==> src/rtl/rtc_snap_pkg.sv <==
package rtc_snap_pkg;
  localparam int unsigned DEF_REGS  = 8;
  localparam int unsigned DEF_REG_W = 8;

  typedef struct packed {
    logic w_q;
    logic dirty_q;
    logic load_q;
  } ld_state_t;
endpackage

==> src/rtl/rtc_snap_rstsync.sv <==
module rtc_snap_rstsync (
  input  logic clk_i,
  input  logic rst_ni,
  output logic rst_no
);
  logic [1:0] sync_q;

  always_ff @(posedge clk_i or negedge rst_ni) begin
    if (!rst_ni) sync_q <= '0;
    else         sync_q <= {sync_q[0], 1'b1};
  end

  assign rst_no = sync_q[1];
endmodule

==> src/rtl/rtc_snap_ldctl.sv <==
module rtc_snap_ldctl
  import rtc_snap_pkg::*;
(
  input  logic clk_i,
  input  logic rst_ni,
  input  logic wr_freeze_i,
  input  logic wr_hit_i,
  output logic w_q_o,
  output logic load_o
);
  ld_state_t state_q, state_d;
  logic      fall;

  always_comb begin
    fall            = state_q.w_q & ~wr_freeze_i;
    state_d.w_q     = wr_freeze_i;
    state_d.dirty_q = fall ? 1'b0 : (state_q.dirty_q | wr_hit_i);
    state_d.load_q  = fall & state_q.dirty_q;
  end

  always_ff @(posedge clk_i or negedge rst_ni) begin
    if (!rst_ni) state_q <= '0;
    else         state_q <= state_d;
  end

  assign w_q_o  = state_q.w_q;
  assign load_o = state_q.load_q;

  // strobe lasts one cycle
  a_r6_single_pulse: assert property (@(posedge clk_i) disable iff (!rst_ni)
    state_q.load_q |=> !state_q.load_q);
  // a strobe always follows a recorded write
  a_r6_needs_dirty: assert property (@(posedge clk_i) disable iff (!rst_ni)
    $rose(state_q.load_q) |-> $past(state_q.dirty_q));
  // clean window closes without a load
  a_r7_clean_close: assert property (@(posedge clk_i) disable iff (!rst_ni)
    (state_q.w_q && !wr_freeze_i && !state_q.dirty_q) |=> !state_q.load_q);
  // write record is gone by the time the strobe is out
  a_r10_dirty_cleared: assert property (@(posedge clk_i) disable iff (!rst_ni)
    state_q.load_q |-> !state_q.dirty_q);
endmodule

==> src/rtl/rtc_snap_hold.sv <==
module rtc_snap_hold #(
  parameter int unsigned NUM_REGS = 8,
  parameter int unsigned REG_W    = 8,
  parameter int unsigned ADDR_W   = 3
) (
  input  logic                      clk_i,
  input  logic                      rst_ni,
  input  logic                      freeze_i,
  input  logic                      tick_i,
  input  logic [NUM_REGS*REG_W-1:0] cnt_i,
  input  logic                      wr_en_i,
  input  logic [ADDR_W-1:0]         wr_addr_i,
  input  logic [REG_W-1:0]          wr_data_i,
  output logic [NUM_REGS*REG_W-1:0] hold_o
);
  logic take_cnt;
  assign take_cnt = ~freeze_i & tick_i;

  for (genvar g = 0; g < NUM_REGS; g++) begin : g_reg
    logic [REG_W-1:0] hold_q, hold_d;
    logic             sel, en;

    always_comb begin
      sel    = wr_en_i & (wr_addr_i == ADDR_W'(g));
      en     = sel | take_cnt;
      hold_d = sel ? wr_data_i : cnt_i[g*REG_W +: REG_W];
    end

    always_ff @(posedge clk_i or negedge rst_ni) begin
      if (!rst_ni)  hold_q <= '0;
      else if (en)  hold_q <= hold_d;
    end

    assign hold_o[g*REG_W +: REG_W] = hold_q;

    // an accepted write lands in its register
    a_r4_write_lands: assert property (@(posedge clk_i) disable iff (!rst_ni)
      (wr_en_i && wr_addr_i == ADDR_W'(g)) |=> (hold_q == $past(wr_data_i)));
  end

  // frozen bank does not move without a write
  a_r3_frozen: assert property (@(posedge clk_i) disable iff (!rst_ni)
    (freeze_i && !wr_en_i) |=> $stable(hold_o));
  // unfrozen tick copies the counters
  a_r2_track: assert property (@(posedge clk_i) disable iff (!rst_ni)
    (!freeze_i && tick_i && !wr_en_i) |=> (hold_o == $past(cnt_i)));
endmodule

==> src/rtl/rtc_snap_ctrl.sv <==
module rtc_snap_ctrl
  import rtc_snap_pkg::*;
#(
  parameter int unsigned NUM_REGS = DEF_REGS,
  parameter int unsigned REG_W    = DEF_REG_W,
  parameter int unsigned ADDR_W   = (NUM_REGS > 1) ? $clog2(NUM_REGS) : 1
) (
  input  logic                      clk_i,
  input  logic                      rst_ni,
  input  logic                      tick_i,
  input  logic [NUM_REGS*REG_W-1:0] cnt_time_i,
  input  logic                      rd_freeze_i,
  input  logic                      wr_freeze_i,
  input  logic                      bus_wr_i,
  input  logic [ADDR_W-1:0]         bus_addr_i,
  input  logic [REG_W-1:0]          bus_wdata_i,
  output logic [REG_W-1:0]          bus_rdata_o,
  output logic                      load_o,
  output logic [NUM_REGS*REG_W-1:0] load_data_o
);
  localparam int unsigned CMP_W = ADDR_W + 1;

  logic                      rst_n;
  logic                      addr_ok, wr_hit, w_q, freeze;
  logic [NUM_REGS*REG_W-1:0] hold;

  rtc_snap_rstsync u_rst (
    .clk_i  (clk_i),
    .rst_ni (rst_ni),
    .rst_no (rst_n)
  );

  assign addr_ok = ({1'b0, bus_addr_i} < CMP_W'(NUM_REGS));
  assign wr_hit  = bus_wr_i & wr_freeze_i & addr_ok;

  rtc_snap_ldctl u_ld (
    .clk_i       (clk_i),
    .rst_ni      (rst_n),
    .wr_freeze_i (wr_freeze_i),
    .wr_hit_i    (wr_hit),
    .w_q_o       (w_q),
    .load_o      (load_o)
  );

  assign freeze = rd_freeze_i | wr_freeze_i | w_q | load_o;

  rtc_snap_hold #(
    .NUM_REGS (NUM_REGS),
    .REG_W    (REG_W),
    .ADDR_W   (ADDR_W)
  ) u_hold (
    .clk_i     (clk_i),
    .rst_ni    (rst_n),
    .freeze_i  (freeze),
    .tick_i    (tick_i),
    .cnt_i     (cnt_time_i),
    .wr_en_i   (wr_hit),
    .wr_addr_i (bus_addr_i),
    .wr_data_i (bus_wdata_i),
    .hold_o    (hold)
  );

  always_comb begin
    bus_rdata_o = '0;
    for (int i = 0; i < NUM_REGS; i++) begin
      if (bus_addr_i == ADDR_W'(i)) bus_rdata_o = hold[i*REG_W +: REG_W];
    end
  end

  assign load_data_o = hold;

  // writes without the write-freeze bit change nothing
  a_r5_write_ignored: assert property (@(posedge clk_i) disable iff (!rst_n)
    (bus_wr_i && !wr_freeze_i && !tick_i) |=> $stable(hold));
  // write-freeze alone keeps the bank still
  a_r8_w_alone_holds: assert property (@(posedge clk_i) disable iff (!rst_n)
    (wr_freeze_i && !rd_freeze_i && !bus_wr_i) |=> $stable(hold));
  // bank does not move during the strobe cycle
  a_r9_hold_at_load: assert property (@(posedge clk_i) disable iff (!rst_n)
    (load_o && !wr_hit) |=> $stable(hold));
  // strobe only after the write-freeze bit was high
  a_r6_after_window: assert property (@(posedge clk_i) disable iff (!rst_n)
    $rose(load_o) |-> ($past(w_q) && !$past(wr_freeze_i)));
endmodule

==> config.mk <==
export PLATFORM = sky130hd
export DESIGN_NAME = rtc_snap_ctrl
export DESIGN_NICKNAME = d
export VERILOG_FILES = /design/src/rtl/rtc_snap_pkg.sv /design/src/rtl/rtc_snap_rstsync.sv /design/src/rtl/rtc_snap_ldctl.sv /design/src/rtl/rtc_snap_hold.sv /design/src/rtl/rtc_snap_ctrl.sv
export SDC_FILE = /design/constraint.sdc
export NUM_CORES = 1
export LEC_CHECK = 0
export BUFFER_PORTS_ARGS = -buffer_cell sky130_fd_sc_hd__buf_2
export CAP_MARGIN = 20
export CORE_ASPECT_RATIO = 0.8
export CORE_MARGIN = 2
export CORE_UTILIZATION = 49
export CTS_CLUSTER_SIZE = 30
export DETAILED_ROUTE_END_ITERATION = 7
export GPL_ROUTABILITY_DRIVEN = 0
export PLACE_DENSITY = 0.8
export SYNTH_ARGS = -nofsm -noshare
export SYNTH_HDL_FRONTEND = slang
export SYNTH_SLANG_ARGS = --single-unit
==> constraint.sdc <==
create_clock -name clk_i -period 2.6 [get_ports clk_i]
set_input_delay 0.39 -clock clk_i [delete_from_list [all_inputs] [get_ports clk_i]]
set_output_delay 0.39 -clock clk_i [all_outputs]
set_load 0.01 [all_outputs]
Word level (Yosys, flattened, before mapping)
Cells that the tools add are included.
{"block": "word_totals", "regBits": 69, "out_inout_bits": 73}
{"block": "classes", "eq_ne": 7, "n_mux": 17, "bitwise": 26, "reduce_logical": 1}
{"op": "2-to-1 mux 8 bit", "n": 16}
{"op": "AND 1 bit", "n": 12}
{"op": "equality test 3 bit (second input constant)", "n": 4}
{"op": "OR 1 bit", "n": 12}
{"op": "equality test 3 x 2 -> 1 bit (second input constant)", "n": 2}
{"op": "equality test 3 x 1 -> 1 bit (second input constant)", "n": 1}
{"op": "zero test 3 bit", "n": 1}
{"op": "NOT 1 bit", "n": 2}
{"op": "2-to-1 mux 1 bit", "n": 1}

Longest topological paths before layout
Gate-level depths: netlist of run 1.
{"block": "depth", "depth_word": 9, "ltp_mapped": 6, "ltp_nobuf": 3}

Modules after synthesis
Synthesis of run 1 repeated with hierarchy kept, for this count alone.
{"block": "hier_totals", "hier_cells": 376, "area_unflattened_um2": 3890.0}
{"module": "rtc_snap_hold", "n_inst": 1, "cells_per_inst": 292, "area_each_um2": 3121.7, "seq_area_each_um2": 1601.5}
{"module": "rtc_snap_ctrl", "n_inst": 1, "cells_per_inst": 74, "area_each_um2": 620.6, "seq_area_each_um2": 0.0}
{"module": "rtc_snap_ldctl", "n_inst": 1, "cells_per_inst": 7, "area_each_um2": 93.8, "seq_area_each_um2": 75.1}
{"module": "rtc_snap_rstsync", "n_inst": 1, "cells_per_inst": 3, "area_each_um2": 53.8, "seq_area_each_um2": 50.0}

Worst setup path before layout of run 1
Ideal clock, no wire load.
{"block": "synth_path", "path_kind": "input -> output", "start": "input bus_addr_i[0]", "end": "output bus_rdata_o[0]", "arrival_ps": 1717, "path_slack_ps": 493, "cell_stages": 4, "n_path_buf": 2, "cell_sequence": "buf_2 > buf_2 > mux4_2 > mux2_2"}
{"block": "synth_via", "elab_chain_cells": 9, "word_cells_on_any_way": 16, "classes_between": "eq/ne (7); mux (8); reduce/logical (1)"}
{"item": "from (decl)", "line_no": "rtc_snap_ctrl.sv:15", "rtl": "input logic [ADDR_W-1:0] bus_addr_i,"}
{"item": "zero test 3 bit", "line_no": "rtc_snap_ctrl.sv:66", "rtl": "if (bus_addr_i == ADDR_W'(i)) bus_rdata_o = hold[i*REG_W +: REG_W];"}
{"item": "2-to-1 mux 8 bit (7 in series)", "line_no": "rtc_snap_ctrl.sv:66"}
{"item": "2-to-1 mux 8 bit *", "line_no": "rtc_snap_ctrl.sv:66"}
{"item": "to (decl)", "line_no": "rtc_snap_ctrl.sv:17", "rtl": "output logic [REG_W-1:0] bus_rdata_o,"}
Mark *: on every way between the ends. The rest lies on a longest branch, timed or not.

Worst setup path after layout of run 1
{"block": "layout_path", "start": "register u_hold.g_reg[7].hold_q[4]", "end": "output bus_rdata_o[4]"}
{"block": "layout_via", "elab_chain_cells": 1}
{"item": "from (decl)", "line_no": "rtc_snap_hold.sv:20", "rtl": "logic [REG_W-1:0] hold_q, hold_d;"}
{"item": "from (signal assigned)", "line_no": "rtc_snap_hold.sv:31", "rtl": "else if (en) hold_q <= hold_d;"}
{"item": "2-to-1 mux 8 bit", "line_no": "rtc_snap_ctrl.sv:66"}
No other way between the ends.

==> results of run 1 <==
registers in the layout (all words and copies together) (netlist names):
| name | cells |
|---|---|
| u_hold.g.hold_q | 64 |
| u_ld.state_q | 1 |
| u_ld.load_o | 1 |
| u_rst.sync_q | 2 |
| u_ld.w_q_o | 1 |
logic make-up after synthesis:
group	Yosys count	share of synthesized area (%)
simple gates	141	19.4
compound gates	125	20.7
flops	69	44.1
buf+inv	53	5.91
mux	20	9.77
other cells	1	0.0957
where the power goes:
group / switching, µW / total, µW / internal, µW
Sequential: 292 / 1610 / 1320
Combinational: 570 / 1100 / 532
Clock: 401 / 766 / 365
final cells by class:
cell class / count / area share (%)
clock inverters: 2 / 0.204
multi-input cells: 287 / 39.9
well taps: 108 / 2.75
inverters: 5 / 0.382
flip-flops and latches: 69 / 35.2
repair buffers: 170 / 18.5
clock buffers: 13 / 3.03
metrics by stage:
step | setup slack (ns) | area (µm²) | utilization (%) | instances
CTS | 0.486 | 4910 | 62.6 | 654
global placement | 0.577 | 4740 | 60.5 | 638
detailed placement | 0.571 | 4740 | 60.5 | 638
floorplan | 0.493 | 3920 | - | 409
finish | 0.477 | 4910 | 62.6 | 654
global route | 0.440 | 4910 | 62.6 | 654
cell usage after synthesis:
library cell | instances | area, µm²
buf_6 | 2 | 22.5
nor4_1 | 2 | 12.5
o21bai_1 | 2 | 15.0
a31oi_1 | 46 | 288
a22oi_1 | 2 | 15.0
mux2_2 | 6 | 67.6
inv_1 | 5 | 18.8
nor3_1 | 48 | 240
a221o_1 | 10 | 100
dfrtp_1 | 69 | 1730
conb_1 | 1 | 3.75
buf_4 | 1 | 7.51
or3_1 | 3 | 18.8
mux4_2 | 14 | 315
o21ai_1 | 3 | 15.0
buf_1 | 8 | 30.0
buf_2 | 11 | 55.1
nand2b_1 | 2 | 12.5
and3b_1 | 1 | 8.76
nand3b_1 | 1 | 7.51
clkbuf_1 | 26 | 97.6
or2_2 | 3 | 18.8
o211ai_1 | 3 | 22.5
nor3b_1 | 2 | 15.0
a211o_1 | 2 | 17.5
nand3_1 | 54 | 270
nor2_1 | 5 | 18.8
nor2b_1 | 3 | 18.8
or4b_4 | 1 | 13.8
o21ai_0 | 47 | 235
nand2_1 | 5 | 18.8
a21oi_1 | 2 | 10.0
a221oi_1 | 1 | 8.76
o221ai_1 | 1 | 8.76
and3_1 | 10 | 62.6
o22ai_4 | 1 | 20.0
o221a_2 | 5 | 56.3
nor4b_4 | 1 | 23.8
worst max-delay path: stages (launching register included):
cell and delay [ns]:
dfrtp_1 0.47, mux4_2 0.49, mux2_2 0.28, buf_2 0.14
layout by cell type, fill, tap and decap left out, types with 5 or more instances in the layout:
cell | netlist | layout
dfrtp_1 | 69 | 68
o21ai_0 | 47 | 47
a221o_1 | 10 | 10
buf_4 | 1 | 15
nor3_1 | 48 | 48
mux2_2 | 6 | 6
inv_1 | 5 | 5
mux4_2 | 14 | 14
clkbuf_8 | 0 | 10
a31oi_1 | 46 | 46
nand2_1 | 5 | 5
and3_1 | 10 | 10
o221a_2 | 5 | 5
buf_2 | 11 | 153
nor2_1 | 5 | 5
nand3_1 | 54 | 54
worst paths after layout:
check,start,to,slack [ns],depth (start not counted)
min in group asynchronous,u_rst.sync_q[1],u_hold.g_reg[5].hold_q[0],0.34,0
worst min-delay path,wr_freeze_i,u_ld.w_q_o,0.26,1
max in group asynchronous,u_rst.sync_q[1],u_hold.g_reg[0].hold_q[2],1.48,1
worst min register to register,u_rst.sync_q[1],u_hold.g_reg[5].hold_q[0],0.34,0
worst max-delay path,u_hold.g_reg[7].hold_q[4],bus_rdata_o[4],0.48,3
worst max register to register,u_ld.w_q_o,u_hold.g_reg[1].hold_q[4],0.76,3
layer usage:
layer,vias up,part of all wire (%)
met5,-,0
met4,0,3.6
met3,53,15
met2,398,43
met1,2095,38
li1,1842,-
==> results.toml, run 1 <==
[logic_synthesis]
syn_inst = 409
ys_seq_area_share_pct = 44.1
synth_area_per_cell_um2 = 9.58
synth.distinct_cells = 38
yosys_warnings = 0
synth_nets = 490
netlist_area_um2 = 3920
ys_ff_latch = 69

[layout]
multi_input_area_um2 = 1960
drive_gt1_share_pct = 39.0
regArea_um2 = 1730
antenna_cells = 0
area_growth_pct = 25.3
fillers = 722
final_nets = 623

[global_routing]
grt_util_met3_pct = 14.2
use_met1_pct = 46.9
use_met2_pct = 48.9
grt-busiest-layer = "met2"
antenna_found_initial = 0
grt_pass1_wl_mm = 23.1
grt_overflow = 0
grt_max_degree = 51
grt_pass1_vias = 4192
track_usage_pct = 34.4

[routing]
ant_nets = 0
vias_per_cell = 6.71
drtPass1Iterations = 5
drt_iter0_markers = 517
drc = 0
route.vias.total = 4388
wl_per_cell_um = 22.9
wirelength_mm = 15.0

[worst_hold_path]
hold_path.class = "input port to register"

[cts]
cts_tree = "done"
cts.path.max_buffers = 2
clk_pin_slew_ns = 0.07
cts_setup_buffers = 0
ctsResizeCount = 0
htree_levels = 3
cts_hold_buffers = 1
numCtsBuffers = 9
clk_latency_ns = 0.35
root_buffer = "clkbuf_8"
cts_sinks = 69

[timing]
relSlewSlack_pct = 49.4
hold_violations = 0
fin_skew_ns = 0.00958
finalSetupViolations = 0
max_freq_ghz = 0.471
rsz0062_at_grt = "no"
post-route-min-period_ns = 2.12
min_period_over_period_pct = 81.7
tightestPinTransition_ns = 0.759
drv_slew = 0
setup_tns_ns = 0
holdWs_ns = 0.263

[power]
power_density_nw_per_um2 = 709
vdd_ir_drop_max_mv = 0.347
leakagePower_uw = 0.00214
p_total_uw = 3480

[die]
initial_core_util_pct = 50.0
rows = 29
die_area_um2 = 8730
die_x_um = 104
ios = 154
die_h_um = 84.0
coreArea_um2 = 7840

[setup_path]
path_class = "register to output pin"
worst-path-max-fanout = 3
start_kind = "register"
crit_required_ns = 2.21
endpoint_kind = "output pin"
arrival_ns = 1.73

[run]
cap_violations = 0

[status]
status = "completed"

[placement]
numPortBuffers = 153
dpl.hpwl_mm = 10.5
Note: power is estimated with default switching activity, not from simulation.
==> run 2, diff against run 1 <==
==> constraint.sdc (replaced) <==
create_clock -name clk_i -period 2.21 [get_ports clk_i]
set_input_delay 0.3315 -clock clk_i [delete_from_list [all_inputs] [get_ports clk_i]]
set_output_delay 0.3315 -clock clk_i [all_outputs]
set_load 0.01 [all_outputs]
==> run 2 against run 1 <==
Effect of this change: sequential share of layout area is 0.18 points lower; non-clock buffer count did not move; die area did not move; flip-flop and latch count unchanged; combinational power grew 18%; worst hold slack worse by 0.046 ns; via count decreased by 0.16%; utilization up 0.32 points; final area increased by 0.51%; setup slack worse by 0.34 ns; global-route usage is 0.15 points higher.
==> results.toml, run 2 (same netlist as run 1, synthesis figures left out) <==
[timing]
drv_slew = 0
finalSetupViolations = 0
holdWs_ns = 0.217
rsz0062_at_grt = "no"
post-route-min-period_ns = 2.08
setup_tns_ns = 0
relSlewSlack_pct = 43.3
min_period_over_period_pct = 94.0
tightestPinTransition_ns = 0.850
hold_violations = 0
fin_skew_ns = 0.00883
max_freq_ghz = 0.481

[cts]
cts_sinks = 69
cts_setup_buffers = 0
root_buffer = "clkbuf_8"
cts.path.max_buffers = 2
numCtsBuffers = 9
htree_levels = 3
clk_pin_slew_ns = 0.08
clk_latency_ns = 0.35
cts_tree = "done"

[routing]
wl_per_cell_um = 23.0
wirelength_mm = 15.1
vias_per_cell = 6.69
drc = 0
drt_iter0_markers = 543
ant_nets = 0
route.vias.total = 4381
drtPass1Iterations = 5

[layout]
regArea_um2 = 1730
final_cells = 655
area_growth_pct = 25.9
drive_gt1_share_pct = 39.1
final_cell_mix = "152 x buf_2, 68 x dfrtp_1, 54 x nand3_1"
antenna_cells = 0
final_common_cell = "buf_2"
largest_reg_flops = 64
top_register = "u_hold.g.hold_q"
multi_input_area_um2 = 1960
final_nets = 623
fillers = 705
top_regs = "u_hold.g.hold_q x64, u_rst.sync_q x2"

[status]
status = "completed"

[global_routing]
antenna_found_initial = 0
grt_pass1_vias = 4189
grt_overflow = 0
grt_pass1_wl_mm = 23.2
track_usage_pct = 34.6
grt_max_degree = 50

[run]
cap_violations = 0

[power]
vdd_ir_drop_max_mv = 0.383
power_density_nw_per_um2 = 845
leakagePower_uw = 0.00215
p_total_uw = 4170

[placement]
dpl.hpwl_mm = 10.7
numPortBuffers = 153
place_inst = 638

[setup_path]
regToRegStartpoint = "u_ld.w_q_o"
rr_worst_depth = 3
endpoint_kind = "output pin"
start_kind = "register"
path_class = "register to output pin"
crit_start = "u_hold.g_reg[7].hold_q[4]"
arrival_ns = 1.75
rr_endpoint = "u_hold.g_reg[1].hold_q[2]"
reg2reg_slack_ns = 0.34
worst-path-max-fanout = 3
crit_required_ns = 1.88

[worst_hold_path]
hp-start = "wr_freeze_i"
hold_path_end = "u_ld.w_q_o"
holdPathStages = 1
hold_path.class = "input port to register"

[die]
coreArea_um2 = 7840
die_x_um = 104
rows = 29
ios = 154
die_h_um = 84.0
initial_core_util_pct = 50.0
die_area_um2 = 8730
run 2: cell types whose count changed in the layout (fill, tap and decap cells not counted), sizes merged:
| cell | delta |
|---|---|
| buf | -1 |
| clkinv | -1 |
| clkbuf | +3 |
run 2: critical path: stages, from the launching register on:
cell,delay (ns)
dfrtp_1,0.47
mux4_2,0.51
mux2_2,0.29
buf_2,0.14
run 2: layout make-up:
type / count / area share [%]
Multi-Input combinational cell: 287 / 39.7
Sequential cell: 69 / 35.0
Timing Repair Buffer: 170 / 18.5
Clock buffer: 15 / 3.58
Tap cell: 108 / 2.74
Inverter: 5 / 0.380
Clock inverter: 1 / 0.101
run 2: power by group:
part | leakage (µW) | switching (µW) | internal [µW]
logic | 0.00123 | 672 | 627
registers | 0.000826 | 344 | 1550
clock network | 0.0000937 | 477 | 500
run 2: timing repair:
action / in CTS / in global routing
gates resized for setup: 0 / 1
hold endpoints to repair: 2 / 0
setup endpoints to repair: 0 / 7
hold buffers: 1 / 0
run 2: per-layer routing:
| layer | share of wire (%) | GRT usage (%) | vias to the layer above | routed length, µm |
|---|---|---|---|---|
| li1 | - | - | 1844 | - |
| met1 | 38 | 48.2 | 2081 | 5710 |
| met2 | 44 | 51.3 | 404 | 6570 |
| met3 | 15 | 10.9 | 52 | 2230 |
| met4 | 3.8 | 12.0 | 0 | 574 |
| met5 | 0 | 0 | - | 0 |
run 2: worst max-delay path by stage:
stage,end
finish,bus_rdata_o[4]
detailed placement,bus_rdata_o[0]
global route,bus_rdata_o[4]
floorplan,u_hold.g_reg[0].hold_q[0]
global placement,bus_rdata_o[0]
CTS,bus_rdata_o[0]
run 2: per-stage QoR:
stage	cell area (µm²)	setup WS, ns	util, %
2_1_floorplan	3920	0.146	-
3_3_place_gp	4740	0.0603	60.5
3_5_place_dp	4740	0.0399	60.5
4_1_cts	4930	0.0214	62.9
5_1_grt	4930	0.0994	62.9
6_report	4930	0.132	62.9
